### config.mk
export PLATFORM = sky130hd
export DESIGN_NAME = host_mcu_mailbox
export DESIGN_NICKNAME = d
export VERILOG_FILES = /design/src/rtl/mbx_pkg.sv /design/src/rtl/mbx_ctrl.sv /design/src/rtl/mbx_decode.sv /design/src/rtl/mbx_datapath.sv /design/src/rtl/host_mcu_mailbox.sv
export SDC_FILE = /design/constraint.sdc
export NUM_CORES = 1
export LEC_CHECK = 0
export ABC_AREA = 1
export BUFFER_PORTS_ARGS = -buffer_cell sky130_fd_sc_hd__buf_4
export CAP_MARGIN = 20
export CORE_UTILIZATION = 52
export DETAILED_ROUTE_END_ITERATION = 10
export PLACE_DENSITY = 0.77
export SYNTH_ARGS = -nofsm -noshare
export SYNTH_HDL_FRONTEND = slang
export SYNTH_SLANG_ARGS = --single-unit
### constraint.sdc
create_clock -name clk -period 1.85 [get_ports clk]
set_input_delay 0.2775 -clock clk [delete_from_list [all_inputs] [get_ports clk]]
set_output_delay 0.2775 -clock clk [all_outputs]
set_load 0.05 [all_outputs]
### src/rtl/mbx_pkg.sv
package mbx_pkg;
  localparam logic [7:0] OP_PIPE_SEL   = 8'h66;
  localparam logic [7:0] OP_ADAPT_LVL  = 8'h65;
  localparam logic [7:0] OP_BL_LVL     = 8'h67;

  localparam logic [1:0] ADDR_DATA  = 2'd0;
  localparam logic [1:0] ADDR_CMD   = 2'd1;
  localparam logic [1:0] ADDR_CTRL  = 2'd2;
  localparam logic [1:0] ADDR_LIMIT = 2'd3;

  // control -> datapath strobes
  typedef struct packed {
    logic latchShadow;  // doorbell accepted this cycle
    logic pending;      // doorbell currently set
  } mbxStrobe_t;

  typedef struct packed {
    logic pipeSel;
    logic adaptLvl;
    logic blLvl;
    logic unknown;
  } opFlags_t;
endpackage

### src/rtl/mbx_ctrl.sv
module mbx_ctrl
  import mbx_pkg::*;
#(
  parameter int CNT_W     = 16,
  parameter int DEF_LIMIT = 1024
) (
  input  logic             clk,
  input  logic             rstN,
  input  logic             hostWrEn,
  input  logic [1:0]       hostAddr,
  input  logic [CNT_W-1:0] wrLow,
  input  logic             mcuAck,
  output mbxStrobe_t       strobe,
  output logic             timeoutFlag,
  output logic [CNT_W-1:0] limitReg
);
  localparam logic [CNT_W-1:0] CNT_MAX = '1;
  localparam logic [CNT_W-1:0] LIMIT_RST = CNT_W'(DEF_LIMIT);

  logic             bell;
  logic [CNT_W-1:0] waitCnt;
  logic             wrCtrl, ringAccept, ackAccept;

  assign wrCtrl     = hostWrEn && (hostAddr == ADDR_CTRL);
  assign ringAccept = wrCtrl && wrLow[0] && !bell;
  assign ackAccept  = bell && mcuAck;

  always_ff @(posedge clk) begin
    if (!rstN) begin
      bell        <= 1'b0;
      timeoutFlag <= 1'b0;
      waitCnt     <= '0;
      limitReg    <= LIMIT_RST;
    end else begin
      if (hostWrEn && hostAddr == ADDR_LIMIT) limitReg <= wrLow;
      if (ackAccept) begin
        bell <= 1'b0;
      end else if (ringAccept) begin
        bell        <= 1'b1;
        timeoutFlag <= 1'b0;
        waitCnt     <= '0;
      end else if (bell && waitCnt != CNT_MAX) begin
        waitCnt <= waitCnt + 1'b1;
        if (limitReg != '0 && (waitCnt + 1'b1) == limitReg) timeoutFlag <= 1'b1;
      end
    end
  end

  assign strobe.latchShadow = ringAccept;
  assign strobe.pending     = bell;

  AST_RING_ARMS: assert property (@(posedge clk) disable iff (!rstN)
    (hostWrEn && hostAddr == ADDR_CTRL && wrLow[0] && !strobe.pending) |=> strobe.pending);
  AST_ACK_CLEARS: assert property (@(posedge clk) disable iff (!rstN)
    (strobe.pending && mcuAck) |=> !strobe.pending);
  AST_IDLE_HOLDS: assert property (@(posedge clk) disable iff (!rstN)
    (!strobe.pending && !(hostWrEn && hostAddr == ADDR_CTRL && wrLow[0])) |=> !strobe.pending);
  AST_BUSY_HOLDS: assert property (@(posedge clk) disable iff (!rstN)
    (strobe.pending && !mcuAck) |=> strobe.pending);
  AST_TIMEOUT_STICKY: assert property (@(posedge clk) disable iff (!rstN)
    (timeoutFlag && !(hostWrEn && hostAddr == ADDR_CTRL && wrLow[0] && !strobe.pending))
      |=> timeoutFlag);
  AST_NO_TIMEOUT_IDLE: assert property (@(posedge clk) disable iff (!rstN)
    (!timeoutFlag && !strobe.pending) |=> !timeoutFlag);
endmodule

### src/rtl/mbx_decode.sv
module mbx_decode
  import mbx_pkg::*;
(
  input  logic [7:0] opcode,
  input  logic       pending,
  output opFlags_t   flags
);
  always_comb begin
    flags = '0;
    if (pending) begin
      unique case (opcode)
        OP_PIPE_SEL:  flags.pipeSel  = 1'b1;
        OP_ADAPT_LVL: flags.adaptLvl = 1'b1;
        OP_BL_LVL:    flags.blLvl    = 1'b1;
        default:      flags.unknown  = 1'b1;
      endcase
    end
  end

  always_comb begin
    AST_DECODE_ONEHOT: assert (pending ? $onehot(flags) : (flags == '0));
  end
endmodule

### src/rtl/mbx_datapath.sv
module mbx_datapath
  import mbx_pkg::*;
#(
  parameter int DATA_W = 32,
  parameter int CNT_W  = 16
) (
  input  logic              clk,
  input  logic              rstN,
  input  logic              hostWrEn,
  input  logic [1:0]        hostAddr,
  input  logic [DATA_W-1:0] hostWrData,
  output logic [DATA_W-1:0] hostRdData,
  input  mbxStrobe_t        strobe,
  input  logic              timeoutFlag,
  input  logic [CNT_W-1:0]  limitReg,
  output logic [7:0]        shOpcode,
  output logic [7:0]        shParam,
  output logic [DATA_W-1:0] shData
);
  logic [DATA_W-1:0] argReg;
  logic [15:0]       cmdReg;

  always_ff @(posedge clk) begin
    if (!rstN) begin
      argReg   <= '0;
      cmdReg   <= '0;
      shOpcode <= '0;
      shParam  <= '0;
      shData   <= '0;
    end else begin
      if (hostWrEn && hostAddr == ADDR_DATA) argReg <= hostWrData;
      if (hostWrEn && hostAddr == ADDR_CMD)  cmdReg <= hostWrData[15:0];
      if (strobe.latchShadow) begin
        shOpcode <= cmdReg[7:0];
        shParam  <= cmdReg[15:8];
        shData   <= argReg;
      end
    end
  end

  always_comb begin
    unique case (hostAddr)
      ADDR_DATA: hostRdData = argReg;
      ADDR_CMD:  hostRdData = DATA_W'(cmdReg);
      ADDR_CTRL: hostRdData = DATA_W'({timeoutFlag, strobe.pending});
      default:   hostRdData = DATA_W'(limitReg);
    endcase
  end

  AST_SHADOW_HOLD: assert property (@(posedge clk) disable iff (!rstN)
    !strobe.latchShadow |=> ($stable(shData) && $stable(shOpcode) && $stable(shParam)));
  AST_NO_RELATCH_BUSY: assert property (@(posedge clk) disable iff (!rstN)
    strobe.pending |-> !strobe.latchShadow);
endmodule

### src/rtl/host_mcu_mailbox.sv
module host_mcu_mailbox
  import mbx_pkg::*;
#(
  parameter int DATA_W    = 32,
  parameter int CNT_W     = 16,
  parameter int DEF_LIMIT = 1024
) (
  input  logic              clk,
  input  logic              rstN,
  input  logic              hostWrEn,
  input  logic [1:0]        hostAddr,
  input  logic [DATA_W-1:0] hostWrData,
  output logic [DATA_W-1:0] hostRdData,
  input  logic              mcuAck,
  output logic              mcuIrq,
  output logic [7:0]        mcuOpcode,
  output logic [7:0]        mcuParam,
  output logic [DATA_W-1:0] mcuData,
  output logic              opPipeSel,
  output logic              opAdaptLevel,
  output logic              opBacklight,
  output logic              opUnknown
);
  mbxStrobe_t       strobe;
  logic             timeoutFlag;
  logic [CNT_W-1:0] limitReg;
  opFlags_t         flags;

  mbx_ctrl #(.CNT_W(CNT_W), .DEF_LIMIT(DEF_LIMIT)) ctrl_i (
    .clk(clk), .rstN(rstN), .hostWrEn(hostWrEn), .hostAddr(hostAddr),
    .wrLow(hostWrData[CNT_W-1:0]), .mcuAck(mcuAck), .strobe(strobe),
    .timeoutFlag(timeoutFlag), .limitReg(limitReg)
  );

  mbx_datapath #(.DATA_W(DATA_W), .CNT_W(CNT_W)) dp_i (
    .clk(clk), .rstN(rstN), .hostWrEn(hostWrEn), .hostAddr(hostAddr),
    .hostWrData(hostWrData), .hostRdData(hostRdData), .strobe(strobe),
    .timeoutFlag(timeoutFlag), .limitReg(limitReg),
    .shOpcode(mcuOpcode), .shParam(mcuParam), .shData(mcuData)
  );

  mbx_decode dec_i (.opcode(mcuOpcode), .pending(strobe.pending), .flags(flags));

  assign mcuIrq       = strobe.pending;
  assign opPipeSel    = flags.pipeSel;
  assign opAdaptLevel = flags.adaptLvl;
  assign opBacklight  = flags.blLvl;
  assign opUnknown    = flags.unknown;
endmodule

# Word-level counts from Yosys, hierarchy flattened

Cells that the tools add are included.

Logic and storage cells: 49
Input port bits: 38
Flip-flop bits (word level): 130

Reductions and logical operators: 18
Equal/unequal tests: 8
Bitwise logic cells: 2
Add/subtract/negate cells: 1
Mux-type cells: 11

Operator list:

| cell                                                 | count |
|---|---|
| case mux 32 bit (3 select lines)                     | 1 |
| 2-to-1 mux 16 bit                                    | 2 |
| equality test 8 x 7 -> 1 bit (second input constant) | 3 |
| adder 16 x 1 -> 16 bit (second input constant)       | 1 |
| equality test 16 bit                                 | 1 |
| != test 16 bit (second input constant)               | 1 |
| nonzero test 16 bit                                  | 1 |
| logical AND 1 bit                                    | 9 |
| 2-to-1 mux 1 bit                                     | 7 |
| equality test 2 bit (second input constant)          | 2 |
| 2-to-1 mux 4 bit                                     | 1 |
| nonzero test 2 bit                                   | 2 |
| AND reduction 3 bit                                  | 1 |
| OR reduction 3 bit                                   | 1 |
| equality test 2 x 1 -> 1 bit (second input constant) | 1 |
| logical NOT 2 bit                                    | 1 |
| inverter 1 bit                                       | 2 |
| AND reduction 2 bit                                  | 1 |
| OR reduction 2 bit                                   | 1 |
| logical NOT 1 bit                                    | 1 |

# Depth between registers and ports, before layout

Gate-level depths: netlist (run 1).

Word-level depth: 6
Gate-level depth with buffers: 13
Depth with buffers taken out: 13

# By module

From an unflattened synthesis (run 1), not the netlist that was laid out.

Cells, all modules: 952
Area total of the unflattened synthesis: 6,354.8 µm²

By module, submodules not included:

| module       | instances | cells each | area each (µm²) |
|---|---|---|---|
| mbx_datapath | 1         | 598        | 4,113.9 |
| mbx_ctrl     | 1         | 329        | 2,139.6 |
| mbx_decode   | 1         | 25         | 101.3 |

# Worst setup path after synthesis (run 1)

Ideal clock, no wire load.

Path type: register to output
From: reg dp_i.shOpcode[6]
To: out opBacklight
Cell stages (with the launch flop): 5
Path buffers: 0
Arrival time: 2.459 ns
Path slack: -0.886 ns
Cell sequence: dfxtp_1 nand2_1 nor3_1 nand2_1 nor4_1

Cells in the longest elaborated chain, start to end: 3

RTL lines:

| element                      | line                   | RTL |
|---|---|---|
| from (decl)                  | mbx_datapath.sv:16     | `output logic [7:0] shOpcode,` |
| from (signal assigned)       | mbx_datapath.sv:34     | `shOpcode <= cmdReg[7:0];` |
| equality test 8 x 7 -> 1 bit | mbx_decode.sv:11       | `unique case (opcode)` |
| 2-to-1 mux 1 bit             | mbx_decode.sv:11       |  |
| 2-to-1 mux 4 bit             | mbx_decode.sv:10       | `if (pending) begin` |
| to (decl)                    | host_mcu_mailbox.sv:21 | `output logic opBacklight,` |

No other way between the ends.

# Final worst setup path (run 1)

From: reg dp_i.shOpcode[2]
To: out opAdaptLevel

Cells in the longest elaborated chain, start to end: 3

RTL lines:

| element                      | line                   | RTL |
|---|---|---|
| equality test 8 x 7 -> 1 bit | mbx_decode.sv:11       |  |
| 2-to-1 mux 1 bit             | mbx_decode.sv:11       |  |
| 2-to-1 mux 4 bit             | mbx_decode.sv:10       |  |
| to (decl)                    | host_mcu_mailbox.sv:20 | `output logic opAdaptLevel,` |

No other way between the ends.

==> results.cfg, run 1 <==
[synth]
async_flop_share_pct = 0
synth_edf_count = 0
synthesis.area_um2 = 5590
avgSynthCellArea_um2 = 7.37
synth.area.top_cells = dfxtp_1, o21ai_0, a21oi_1
yosysMostFrequentCell = dfxtp_1
synthCells = 759
synth_top_area_share_pct = 46.6
yosys.area.top_type = dfxtp_1
syn_nets = 798
synth-seq-area-share_pct = 46.6
synthTopCellsByCount = dfxtp_1, o21ai_0, nor2_1
ys_ff_latch = 130
synth.distinct_cells = 33
yosys_warnings = 0
synth_ff_type = dfxtp_1

[finish]
drive_gt1_share_pct = 27.7
n_antenna_cell = 0
final_cell_area_um2 = 7690
fin_nets = 943
syn2layout_area_growth_pct = 37.5
final_util_pct = 74.1

[routing]
vias = 5813
drt_wl_total_um = 17400
drcViolationCount = 0
final_antenna_net_count = 0
drtPass1Iterations = 7
wl_per_cell_um = 16.6
first_iter_violations = 420
viasPerCell = 5.53

[clocking]
clk_pin_slew_worst_paths_ps = 60
insertion_delay_ps = 530
clockBufferDepth = 2
cts.sinks = 130
cts_tree = yes
cts_made_buffers = 17
root_buffer = clkbuf_8
h-tree-depth = 4

[worst_setup_path]
worstPathMaxFanout = 2
worstPathRequired_ps = 1570
endpoint_kind = output pin
cp.arrival_ps = 1630
reg2reg_depth = 11
crit_type = flip-flop to output pin
cp-start-kind = flip-flop

[power_and_ir_drop]
pwr_density_cell_nw_per_um2 = 965
p_total_mw = 7.42
p_switching_mw = 1.94
p_int_mw = 5.49
power_frac_comb_pct = 13.1
irDropWorstVdd_uv = 895
power.leakage_nw = 3.26
clkPwrFrac_pct = 46.4
p_sw_share_pct = 26.1
seq_power_share_pct = 40.6

[sta]
finalCritPeriodShare_pct = 103
setup-violations-final = 4
tightest_slew_ps = 850
slew_viol_final = 0
clock_skew_ps = 15.9
slew_headroom_pct = 43.3
hold_viol = 0
rsz0062_at_grt = true
layout_setup_ws_ps = -60.2
max_freq_mhz = 524
fin_crit_ps = 1910
worst_hold_slack_ps = 12.9

[run_status]
status = complete, but fails checks
violations = negative setup slack

[global_route]
grt_max_degree = 111
first_global_vias = 5326
grt_pass1_wl_um = 27000
grt_usage_pct = 31.3
gr-total-overflow = 0
antenna_found_initial = 0

[floorplan]
io_pins = 123
fp.dieH_um = 106
core_um2 = 10400
rows = 37
die_x_um = 106
die_area_um2 = 11200
initial_core_util_pct = 53.9

[placed_design]
gp_congestion = 0.910
place_area_um2 = 6750
port_buffers = 122
dp_slack_ps = -131
dp_hpwl_um = 12100

[flow_run]
max_cap_viol_count = 0

[worst_hold_path]
worstHoldPathCells = 3
worstHoldPathType = primary input to flip-flop
-- power by group through the flow --
stage                     registers, mW  clock network (mW)  logic (mW)
final                              3.01                3.44       0.969
after global routing               3.02                3.58        1.04
after CTS                          3.01                3.46       0.942
after detailed placement           3.06                   0       0.914
after global placement             3.06                   0       0.900
after floorplan                    3.17                   0       0.477
-- final cells by class --
class	count	area, um^2
sequential	130	2630
timing repair buffer	164	1280
multi-input combinational	508	2690
clock inverter	7	121
clock buffer	23	488
inverter	83	317
fill	822	2680
tap	136	170
-- per-layer routing --
layer  GRT usage [%]  wire (um)
met3            7.98       1350
met5               0          0
met2            49.5       8320
met1            41.0       7380
met4            11.9        405
-- per-stage QoR --
step | cells | TNS (ps)
CTS | 1042 | -427
detailed placement | 1001 | -1130
floorplan | 759 | -1330
global route | 1051 | -487
finish | 1051 | -161
global placement | 1001 | -1180
-- placed cells by master (no fill, tap or decap), drive strengths merged --
master,synthesis,final
o221ai,14,14
dlygate4sd3,0,7
and2,1,1
nand2,93,93
clkbuf,29,23
xor2,2,2
nor4,2,2
xnor2,3,3
a221oi,2,2
inv,83,84
nor3,3,3
o32ai,1,1
o21bai,1,1
o21ai,118,118
a21oi,103,103
nand3,28,28
buf,11,157
nand4,7,7
clkinvlp,0,3
xnor3,2,2
bufinv,0,3
ha,1,1
nor2,123,125
dfxtp,130,130
a31oi,2,2
-- worst max-delay path, cell delays in order (launching register included) --
cell and delay [ps]:
dfxtp_2 330, inv_2 50, nor2_2 100, inv_2 50
nor3_2 120, and2_4 190, inv_2 40, nor2_4 70
buf_6 160
-- registers in the layout, indices dropped and copies added, names as in the netlist --
register and count:
dp_i.argReg 32, dp_i.shParam 8, dp_i.shData 32, ctrl_i.bell 1, ctrl_i.timeoutFlag 1, dp_i.shOpcode 8
ctrl_i.waitCnt 16, ctrl_i.limitReg 16, dp_i.cmdReg 16
-- worst paths after layout --
path	startpoint	to	slack (ps)
max	dp_i.shOpcode[2]	opAdaptLevel	-60
min	hostWrData[12]	dp_i.argReg[12]	10
max reg2reg	ctrl_i.waitCnt[0]	ctrl_i.waitCnt[1]	50
min reg2reg	dp_i.cmdReg[0]	dp_i.cmdReg[0]	480
-- what timing repair did --
| action | CTS | global route |
|---|---|---|
| pin swaps | 7 | 9 |
| setup endpoints to repair | 23 | 23 |
| hold buffers | 7 | 0 |
| gates cloned | 1 | 1 |
| gates resized for setup | 23 | 25 |
| hold endpoints to repair | 8 | 0 |
| setup buffers | 3 | 8 |
-- logic make-up after synthesis --
logic type / Yosys count / synth area share [%]
XOR/XNOR: 7 / 1.59
flip-flops: 130 / 46.6
AND/OR/NAND/NOR: 257 / 20.2
adder cells (fa/ha/maj): 1 / 0.224
AO/OA/AOI/OAI: 241 / 22.9
buffers and inverters: 123 / 8.59
Power figures use the tool's default switching activity.
==> run 2, diff against run 1 <==
- REMOVE_ABC_BUFFERS: default -> 1
==> run 2 against run 1 <==
The run still ends with negative setup slack left. Highest routed layer unchanged. Final cell count is 0.19% lower. Utilization is 1.3 points lower. Die area stayed put. First-iteration DRC count is 0.71% lower. Clock skew is 1.6 ps higher. Clock power is 11% lower. Power is 5.3% lower. Sequential cell count stayed put.
==> results.cfg, run 2 (synthesis results as in run 1) <==
[sta]
fin_crit_ps = 2010
clock_skew_ps = 17.5
slew_viol_final = 0
slew_headroom_pct = 42.5
setup-violations-final = 4
hold_viol = 0
max_freq_mhz = 498
worst_hold_slack_ps = 15.7
rsz0062_at_grt = true
layout_setup_ws_ps = -156
tightest_slew_ps = 862
finalCritPeriodShare_pct = 108

[finish]
fin_nets = 939
n_antenna_cell = 0
syn2layout_area_growth_pct = 35.1
final_common_cell = buf_4
fill_cells = 782
final_util_pct = 72.8
top_regs = dp_i.argReg x32, dp_i.shData x32
mostFrequentLayoutCells = buf_4, dfxtp_1, o21ai_0, nor2_1, a21oi_1
drive_gt1_share_pct = 27.1
final_cell_area_um2 = 7550

[worst_setup_path]
worstPathMaxFanout = 3
crit_chain = nand2_2 > nor3_4 > nand2_2 > nor4_2 > buf_4
reg2reg_depth = 12
path_buf_inv = 1
r2r-start = ctrl_i.waitCnt[0]
max_stage_delay_ps = 360
crit_type = flip-flop to output pin
cp-start-kind = flip-flop
worstPathRequired_ps = 1570
crit_family = simple AND/OR/NAND/NOR gates
endpoint_kind = output pin
crit_top_cell = nand2_2
reg2reg_slack_ps = 70
r2r-end = ctrl_i.timeoutFlag
slowest_stage = dfxtp_2
cp.arrival_ps = 1730

[clocking]
clk_pin_slew_worst_paths_ps = 60
root_buffer = clkbuf_8
cts_made_buffers = 17
insertion_delay_ps = 530
h-tree-depth = 4
cts_tree = yes
cts.sinks = 130
clockBufferDepth = 2

[placed_design]
gp_congestion = 0.918
dp_slack_ps = -104
dp_hpwl_um = 11000
place_area_um2 = 6690
port_buffers = 122

[worst_hold_path]
worstHoldPathCells = 3
min_from = hostWrData[7]
worstHoldPathType = primary input to flip-flop
min_to = dp_i.argReg[7]

[routing]
viasPerCell = 5.54
drtPass1Iterations = 5
vias = 5812
drt_wl_total_um = 16800
final_antenna_net_count = 0
first_iter_violations = 417
wl_per_cell_um = 16.1
drcViolationCount = 0

[floorplan]
die_x_um = 106
io_pins = 123
die_area_um2 = 11200
core_um2 = 10400
initial_core_util_pct = 53.9
rows = 37
fp.dieH_um = 106

[power_and_ir_drop]
pwr_density_cell_nw_per_um2 = 931
p_total_mw = 7.03
power.leakage_nw = 3.14
irDropWorstVdd_uv = 590

[global_route]
antenna_found_initial = 0
first_global_vias = 5455
grt_usage_pct = 30.5
gr-total-overflow = 0
grt_max_degree = 111
grt_pass1_wl_um = 26500

[run_status]
status = complete, but fails checks
violations = negative setup slack

[flow_run]
max_cap_viol_count = 0
-- run 2: changes by cell type in the layout (fill, tap and decap cells not counted), moves of 3 or more --
cell           delta
nor2_4            -3
bufinv_16         -3
clkbuf_8          -3
clkinvlp_4        +3
dfxtp_1           +3
nor2_2            +3
buf_4             -5
inv_6             +3
dlygate4sd3_1     +4
-- run 2: power by group --
| group | internal (mW) | switching [mW] |
|---|---|---|
| logic | 0.329 | 0.637 |
| registers | 2.93 | 0.0804 |
| clock network | 1.68 | 1.37 |
| total | 4.94 | 2.09 |
-- run 2: cell type report --
class,instances,area (um^2),share of cell area (%)
Multi-Input combinational cell,507,2650,35.0
Sequential cell,130,2620,34.7
Timing Repair Buffer,161,1260,16.7
Clock buffer,18,418,5.53
Inverter,83,317,4.19
Tap cell,136,170,2.25
Clock inverter,14,120,1.59
-- run 2: how the worst max path moves through the flow --
stage / slack (ps) / to / cells past startpoint / start
floorplan: -890 / opBacklight / 4 / dp_i.shOpcode[6]
global placement: -80 / ctrl_i.waitCnt[15] / 8 / hostAddr[1]
detailed placement: -100 / ctrl_i.waitCnt[15] / 8 / hostAddr[1]
CTS: -100 / opAdaptLevel / 8 / dp_i.shOpcode[2]
global route: -200 / opBacklight / 5 / dp_i.shOpcode[6]
finish: -160 / opBacklight / 5 / dp_i.shOpcode[6]
-- run 2: repair_timing --
| item | CTS | global route |
|---|---|---|
| hold buffers | 11 | 0 |
| setup endpoints to repair | 23 | 24 |
| hold endpoints to repair | 12 | 0 |
| resized for setup | 26 | 26 |
| pin swaps | 3 | 9 |
| setup buffers | 0 | 6 |
| gates cloned | 1 | 0 |
-- run 2: per-layer routing --
metal,wire (um),GRT usage (%),vias up
met2,7720,48.7,267
met3,1500,8.72,50
li1,-,-,2808
met1,7020,38.0,2687
met5,0,0,-
met4,594,14.2,0
-- run 2: worst register-to-register path: cells and delay by family (launching register included) --
family,cells,cell delay (ps)
AND/OR/NAND/NOR,9,940
AO/OA/AOI/OAI,1,150
buffers and inverters,1,60
adder cells (fa/ha/maj),1,180
flip-flops,1,370
-- run 2: through the flow --
step / TNS (ps) / cells
floorplan: -20770 / 719
global placement: -203 / 999
detailed placement: -685 / 999
CTS: -277 / 1043
global route: -699 / 1049
finish: -415 / 1049
